[config.mk]
export PLATFORM = sky130hd
export DESIGN_NAME = oneshot_timer
export DESIGN_NICKNAME = d
export VERILOG_FILES = /design/src/rtl/otm_pkg.sv /design/src/rtl/otm_sync.sv /design/src/rtl/otm_trigger.sv /design/src/rtl/otm_timer.sv /design/src/rtl/oneshot_timer.sv
export SDC_FILE = /design/constraint.sdc
export NUM_CORES = 1
export LEC_CHECK = 0
export ABC_AREA = 0
export BUFFER_PORTS_ARGS = -buffer_cell sky130_fd_sc_hd__buf_2
export CORE_MARGIN = 2
export CORE_UTILIZATION = 50
export DETAILED_ROUTE_END_ITERATION = 16
export PLACE_DENSITY = 0.76
export SYNTH_ARGS = -nofsm -noshare
export SYNTH_HDL_FRONTEND = slang
export SYNTH_SLANG_ARGS = --single-unit
[constraint.sdc]
create_clock -name clk -period 1.59 [get_ports clk]
set_input_delay 0.159 -clock clk [delete_from_list [all_inputs] [get_ports clk]]
set_output_delay 0.159 -clock clk [all_outputs]
set_load 0.005 [all_outputs]
[src/rtl/otm_pkg.sv]
// Shared types for the one-shot timer.
// Assumes: nothing beyond the standard language.
package otm_pkg;

    // Synchronised, combined view of the trigger inputs.
    typedef struct packed {
        logic a_eff;   // AND of the active-low gate pair
        logic b_eff;   // AND of the active-high gate pair
        logic clr;     // clear line, 1 = released
    } gate_t;

    localparam int SYNC_STAGES = 2;

endpackage

[src/rtl/otm_sync.sv]
// Multi-bit flop-chain synchroniser with a per-bit reset value.
// Assumes: each bit is independent; no bus coherence is needed.
module otm_sync #(
    parameter int          N       = 1,
    parameter int          STAGES  = 2,
    parameter logic [N-1:0] RST_VAL = '0
) (
    input  logic         clk,
    input  logic         rst_n,
    input  logic [N-1:0] d,
    output logic [N-1:0] q
);

    logic [N-1:0] chain [STAGES];

    generate
        for (genvar s = 0; s < STAGES; s++) begin : g_stage
            // Shift one stage of the synchroniser chain.
            always_ff @(posedge clk) begin
                if (!rst_n)      chain[s] <= RST_VAL;
                else if (s == 0) chain[s] <= d;
                else             chain[s] <= chain[(s > 0) ? s-1 : 0];
            end
        end
    endgenerate

    assign q = chain[STAGES-1];

endmodule

[src/rtl/otm_trigger.sv]
// Edge qualifier: keeps the previous gate state and flags the three trigger kinds.
// Assumes: inputs are synchronised; the reset state matches an idle, cleared line.
module otm_trigger
    import otm_pkg::*;
(
    input  logic  clk,
    input  logic  rst_n,
    input  gate_t cur_i,
    output logic  trig_o
);

    gate_t prev_q;
    logic  b_rise, a_fall, c_rise;

    // Remember last cycle's gate state for edge detection.
    always_ff @(posedge clk) begin
        if (!rst_n) prev_q <= '{a_eff: 1'b1, b_eff: 1'b0, clr: 1'b0};
        else        prev_q <= cur_i;
    end

    // Qualify each edge by the levels of the other two terms.
    always_comb begin
        b_rise = cur_i.b_eff & ~prev_q.b_eff & ~cur_i.a_eff & cur_i.clr;
        a_fall = ~cur_i.a_eff & prev_q.a_eff & cur_i.b_eff & cur_i.clr;
        c_rise = cur_i.clr & ~prev_q.clr & ~cur_i.a_eff & cur_i.b_eff;
        trig_o = b_rise | a_fall | c_rise;
    end

    // a trigger never appears while the gates are disarmed
    a_r2_disarmed_quiet: assert property (@(posedge clk) disable iff (!rst_n)
        (cur_i.a_eff || !cur_i.b_eff) |-> !trig_o);

endmodule

[src/rtl/otm_timer.sv]
// Pulse and recovery down-counters.
// A trigger is accepted only when recovery has expired; clear has priority.
// Assumes: clr_i and trig_i are synchronous; width_i and recov_i are stable at acceptance.
module otm_timer #(
    parameter int W_BITS = 8,
    parameter int R_BITS = 6
) (
    input  logic              clk,
    input  logic              rst_n,
    input  logic              clr_i,
    input  logic              trig_i,
    input  logic [W_BITS-1:0] width_i,
    input  logic [R_BITS-1:0] recov_i,
    output logic              busy_o
);

    logic [W_BITS-1:0] pulse_cnt;
    logic [R_BITS-1:0] rec_cnt;
    logic              accept;

    assign accept = clr_i & trig_i & (rec_cnt == '0);

    // Load, hold-down or clear the pulse counter.
    always_ff @(posedge clk) begin
        if (!rst_n || !clr_i)    pulse_cnt <= '0;
        else if (accept)         pulse_cnt <= width_i;
        else if (pulse_cnt != 0) pulse_cnt <= pulse_cnt - 1'b1;
    end

    // Track the recovery window after each accepted trigger.
    always_ff @(posedge clk) begin
        if (!rst_n || !clr_i)  rec_cnt <= '0;
        else if (accept)       rec_cnt <= recov_i;
        else if (rec_cnt != 0) rec_cnt <= rec_cnt - 1'b1;
    end

    assign busy_o = (pulse_cnt != '0);

    // clear empties the pulse on the next edge
    a_r1_clear_ends: assert property (@(posedge clk) disable iff (!rst_n)
        !clr_i |=> !busy_o);

    // an accepted trigger reloads the full width
    a_r8_reload: assert property (@(posedge clk) disable iff (!rst_n)
        accept |=> pulse_cnt == $past(width_i));

    // a trigger inside the recovery window leaves the count running down
    a_r9_window_blocks: assert property (@(posedge clk) disable iff (!rst_n)
        (trig_i && clr_i && rec_cnt != '0) |=>
        (pulse_cnt == $past(pulse_cnt) - W_BITS'($past(pulse_cnt) != '0)));

    // the pulse only starts from a trigger seen one edge earlier
    a_r7_start_from_trigger: assert property (@(posedge clk) disable iff (!rst_n)
        (busy_o && $past(pulse_cnt) == '0) |-> $past(trig_i));

endmodule

[src/rtl/oneshot_timer.sv]
// Top of the gated retriggerable one-shot.
// Synchronises the gates and clear, detects qualified edges, and runs the timers.
// Assumes: gate and clear inputs may be asynchronous; width_i and recov_i are not.
module oneshot_timer #(
    parameter int W_BITS = 8,
    parameter int R_BITS = 6
) (
    input  logic              clk,
    input  logic              rst_n,
    input  logic [1:0]        gate_lo_n,
    input  logic [1:0]        gate_hi,
    input  logic              clr_n,
    input  logic [W_BITS-1:0] width_i,
    input  logic [R_BITS-1:0] recov_i,
    output logic              pulse_o,
    output logic              pulse_n_o
);
    import otm_pkg::*;

    localparam int            NSYNC    = 5;
    localparam logic [NSYNC-1:0] IDLE_VAL = 5'b11_00_0;

    logic [NSYNC-1:0] raw, syn;
    gate_t            gates;
    logic             trig, busy;

    assign raw = {gate_lo_n, gate_hi, clr_n};

    otm_sync #(.N(NSYNC), .STAGES(SYNC_STAGES), .RST_VAL(IDLE_VAL)) u_sync (
        .clk(clk), .rst_n(rst_n), .d(raw), .q(syn)
    );

    // Combine each gate pair into its effective term.
    always_comb begin
        gates.a_eff = &syn[4:3];
        gates.b_eff = &syn[2:1];
        gates.clr   = syn[0];
    end

    otm_trigger u_trig (
        .clk(clk), .rst_n(rst_n), .cur_i(gates), .trig_o(trig)
    );

    otm_timer #(.W_BITS(W_BITS), .R_BITS(R_BITS)) u_timer (
        .clk(clk), .rst_n(rst_n), .clr_i(gates.clr), .trig_i(trig),
        .width_i(width_i), .recov_i(recov_i), .busy_o(busy)
    );

    assign pulse_o   = busy;
    assign pulse_n_o = ~busy;

endmodule

[After elaboration in Yosys (flattened, before gate mapping)]
Memory sizes are Yosys's and may differ from the RTL's.
Index checks and enable logic that the tools add are counted.
Word-level totals
  flip-flop bits (word level): 17
  memory bits (writable): 10
  input bits: 21
  output and inout bits: 2
  word-level logic and storage cells: 45
  memories kept: 1
Memories
  u_sync.chain: words 2, width 5, read ports 2, clocked after memory_dff 0, wr ports 2, RTL line otm_sync.sv:14  | logic [N-1:0] chain [STAGES];
Operators by class
  $add $sub $neg: 2
  mux-type cells: 8
  bitwise logic cells: 19
  reductions and logical operators: 10
Operator list (number)
  2-to-1 mux 8 bit: 2
  2-to-1 mux 6 bit: 2
  AND 1 bit: 11
  2-to-1 mux 5 bit: 2
  nonzero test 8 bit: 1
  subtractor 8 x 1 -> 8 bit (second input constant): 1
  zero test 6 bit: 1
  nonzero test 6 bit: 1
  subtractor 6 x 1 -> 6 bit (second input constant): 1
  inverter 1 bit: 4
  OR 1 bit: 4
  AND reduction 2 bit: 2
  nonzero test 2 bit: 2
  zero test 1 bit: 2
  2-to-1 mux 1 bit: 2
  logical OR 1 bit: 1

[Longest topological paths before layout]
  depth after elaboration: 10
  depth in mapped cells: 7
  gate-level depth less buffers: 7

[Hierarchy]
Synthesis repeated with hierarchy kept, for this count alone.
Unflattened totals
  cells, all modules: 133
  area, all modules: 1218.7 µm²
By module, submodules not included
  otm_timer: instances 1, cells each 101, area an instance 838.3 µm², sequential area each 280.3 µm²
  otm_sync: instances 1, cells each 20, area an instance 262.8 µm², sequential area each 200.2 µm²
  otm_trigger: instances 1, cells each 9, area an instance 101.3 µm², sequential area each 60.1 µm²
  oneshot_timer: instances 1, cells each 3, area an instance 16.3 µm², sequential area each 0.0 µm²

[Worst setup path after synthesis]
No wires, ideal clock.
  path kind: register -> register
  from: reg u_timer.pulse_cnt[0]
  to: reg u_timer.pulse_cnt[6]
  setup time: 0.128 ns
  arrival: 1.201 ns
  data required time: 1.462 ns
  path slack: 0.262 ns
  cell stages (with the launch flop): 7
  buffers on the path: 0
  clock period less this slack: 1.328 ns
  cells stage by stage: dfxtp_1 -> inv_1 -> ha_1 -> nor3b_2 -> nor3b_1 -> xnor2_1 -> o22ai_1
Between the ends
  cells in the longest elaborated chain, start to end: 3
  elaborated cells on any way between the ends: 5
  classes of those cells: add/sub (1); mux (2); reduce/logical (2)
Ends and longest elaborated chain
  from (decl): RTL line otm_timer.sv:17  | logic [W_BITS-1:0] pulse_cnt;
  from (signal assigned): RTL line otm_timer.sv:26  | else if (accept) pulse_cnt <= width_i;
  from (signal assigned): RTL line otm_timer.sv:27  | else if (pulse_cnt != 0) pulse_cnt <= pulse_cnt - 1'b1;
  subtractor 8 x 1 -> 8 bit: RTL line otm_timer.sv:27
  2-to-1 mux 8 bit: RTL line otm_timer.sv:27
  2-to-1 mux 8 bit: RTL line otm_timer.sv:26
Parallel ways exist; a longest one is shown, timed or not. The select of a mux whose other input is x is not followed.
A chain may end at the register's enable or synchronous reset.

[Worst setup path in the final report]
  from: reg u_timer.pulse_cnt[4]
  to: out pulse_n_o
Between the ends
  cells in the longest elaborated chain, start to end: 2
Ends and longest elaborated chain
  nonzero test 8 bit: RTL line otm_timer.sv:37  | assign busy_o = (pulse_cnt != '0);
  inverter 1 bit: RTL line oneshot_timer.sv:50  | assign pulse_n_o = ~busy;
  to (decl): RTL line oneshot_timer.sv:16  | output logic pulse_n_o
Every way passes these cells.

==> impl_metrics.yaml <==
power:
  comb_power_share_pct: 4.6
  power.leakage_nw: 0.576
  power_density_nw_per_um2: 703
  seqPwrFrac_pct: 67.6
  p_int_mw: 0.815
  ir_drop_mv: 0.654
  clkPwrFrac_pct: 27.8
  switching_share_pct: 20.5
  power_mw: 1.03
  p_switching_mw: 0.211
route:
  vias_per_cell: 5.26
  dr.pass1.iters: 4
  vias: 994
  drt_iter0_drc: 11
  ant_nets: 0
  wirelength_mm: 2.51
  drc: 0
  wl_per_cell_um: 13.3
timing:
  period_needed_ns: 1.56
  worst_pin_slew_ns: 0.410
  fin_crit_sh_pct: 98.3
  hold_viol: 0
  worst_clock_skew_ns: 0.00397
  slew_headroom_pct: 72.5
  layout_setup_ws_ns: 0.0275
  clock.fmax_mhz: 640
  rsz0062_at_grt: "yes"
  finalSetupViolCount: 0
  drv_slew: 0
  tns_ns: 0
placed_design:
  routabilityCongestion: 0.741
  portBuffers: 22
  dp_hpwl_mm: 1.76
  dpl_worst_slack_ns: 0.111
  dpl_cell_area_um2: 1350
setup_path:
  path_class: "reg -> out"
  cp.buffers_inverters: 2
  startpoint: "u_timer.pulse_cnt[4]"
  cp_top_family: "simple AND/OR/NAND/NOR gates"
  crit_fanout: 4
  cp_slowest_cell: "nor4_4"
  path_cells: "nor4_4, nand2_4, clkinv_4, buf_6"
  slowest_delay_ns: 0.43
  crit_required_ns: 1.43
  r2r_start: "u_timer.pulse_cnt[1]"
  startpoint_type: "flip-flop"
  cp_data_arrival_time_ns: 1.40
  end_kind: "output port"
cts:
  cts_root_buf: "clkbuf_4"
  cts_buffer_depth: 2
  path_clk_slew_ns: 0.13
  cts_sinks: 27
  htreeDepth: 1
  cts_made_buffers: 3
  insertion_delay_ns: 0.32
  ctsHoldBuffers: 0
  cts_tree: "yes"
floorplan:
  rows: 17
  initial_core_util_pct: 53.7
  io_pins: 23
  coreArea_um2: 2250
  dieArea_um2: 2830
  die-width_um: 53.2
  die_h_um: 53.2
synthesis:
  synth_cells: 131
  ys_ff_latch: 27
  synth_fp_nets: 156
  synth_area_um2: 1210
  synth-async-reset-ratio_pct: 0
  ys.flop_type: "dfxtp_1"
  yosysWarnings: 0
  synth_area_leaders: "dfxtp_1 (45%), nand2_1 (5.6%), xor2_1 (4.3%)"
  synth.cells.most_frequent: "dfxtp_1 (27), nand2_1 (18), a21oi_1 (9)"
  yosysMostFrequentCell: "dfxtp_1"
  yosys.area.top_type_share_pct: 44.6
  netlist.top_cell.by_area: "dfxtp_1"
  synth_seq_area_share_pct: 44.6
  synth_edf_count: 0
  ys_types: 36
  avgSynthCellArea_um2: 9.25
final_layout:
  drive_above_1_share_pct: 29.2
  utilization_pct: 64.8
  fillCellCount: 201
  area_growth_pct: 20.6
  post-route-cell-area_um2: 1460
  final_nets: 187
  n_antenna_cell: 0
global_route:
  antenna_found_initial: 0
  grt_pass1_wl_mm: 4.17
  grt_pass1_vias: 1056
  globalRouteTotalUtil_pct: 20.5
  overflow: 0
  grt_max_degree: 15
min_path:
  hp-start: "gate_lo_n[1]"
  hp-class: "in -> reg"
run:
  max_cap_viol_count: 0
outcome:
  status: "finished clean"
[flip-flops by register name, summed over array words and instances (netlist names)]
name	cells
u_sync.chain	10
u_trig.prev_q	3
u_timer.rec_cnt	6
u_timer.pulse_cnt	8
[stage by stage]
| stage | hold WS (ns) | cells |
|---|---|---|
| 2_1_floorplan | 0.232 | 131 |
| 3_3_place_gp | 0.345 | 178 |
| 3_5_place_dp | 0.350 | 178 |
| 4_1_cts | 0.00570 | 184 |
| 5_1_grt | 0.00920 | 189 |
| 6_report | 0.0126 | 189 |
[worst reg2reg max path: cells and delay by family (launching register included)]
| family | cells | cell delay, ns |
|---|---|---|
| adders and majority gates | 1 | 0.16 |
| buffers and inverters | 2 | 0.18 |
| and+or+nand+nor | 2 | 0.47 |
| DFF | 1 | 0.35 |
| AOI/OAI and AO/OA | 1 | 0.10 |
| xor gates and xnor gates | 1 | 0.15 |
[cells by family after synthesis]
| logic type | share of synthesized area [%] |
|---|---|
| AO/OA/AOI/OAI | 14.0 |
| multiplexers | 0.826 |
| buffers and inverters | 3.82 |
| adder cells (fa/ha/maj) | 4.13 |
| flip-flops | 44.6 |
| XOR/XNOR | 7.23 |
| AND/OR/NAND/NOR | 25.3 |
[worst paths after layout]
path,to,cells past startpoint,slack (ns)
worst min-delay path,u_sync.chain[0][4],2,0.01
worst max register to register,u_timer.pulse_cnt[6],7,0.09
worst min register to register,u_sync.chain[1][4],1,0.43
worst max-delay path,pulse_n_o,4,0.03
[cell type report]
class,count,area (um2),area share [%]
well taps,28,35.0,2.40
inverters,7,33.8,2.31
flip-flops and latches,27,543,37.2
clock buffers,4,26.3,1.80
repair buffers,30,176,12.1
multi-input cells,93,646,44.2
[routing by layer]
metal,part of all wire [%],global-route usage [%]
met5,0,0
met1,40,20.4
met3,4.0,4.52
met4,2.2,11.1
met2,53,38.7
[placed cells by master, fill, tap and decap left out, drive strengths merged, types with 5 or more instances in the layout]
| cell | n |
|---|---|
| nand2 | 19 |
| nand3 | 5 |
| buf | 30 |
| dfxtp | 27 |
| inv | 5 |
| a21oi | 9 |
| o21ai | 5 |
| and2 | 7 |
| xor2 | 6 |
[timing repair]
action / CTS / global route
buffers inserted: 2 / 5
pin swaps: 2 / 2
gates resized for setup: 8 / 4
endpoints found under the setup margin: 2 / 5
[power by group through the flow]
stage	Sequential [mW]	Clock, mW	Combinational, mW
2_1_floorplan	0.708	0	0.0180
5_1_grt	0.696	0.328	0.0536
6_report	0.694	0.285	0.0472
4_1_cts	0.694	0.297	0.0474
3_5_place_dp	0.709	0	0.0471
3_3_place_gp	0.708	0	0.0452
(Power assumes the default switching activity.)
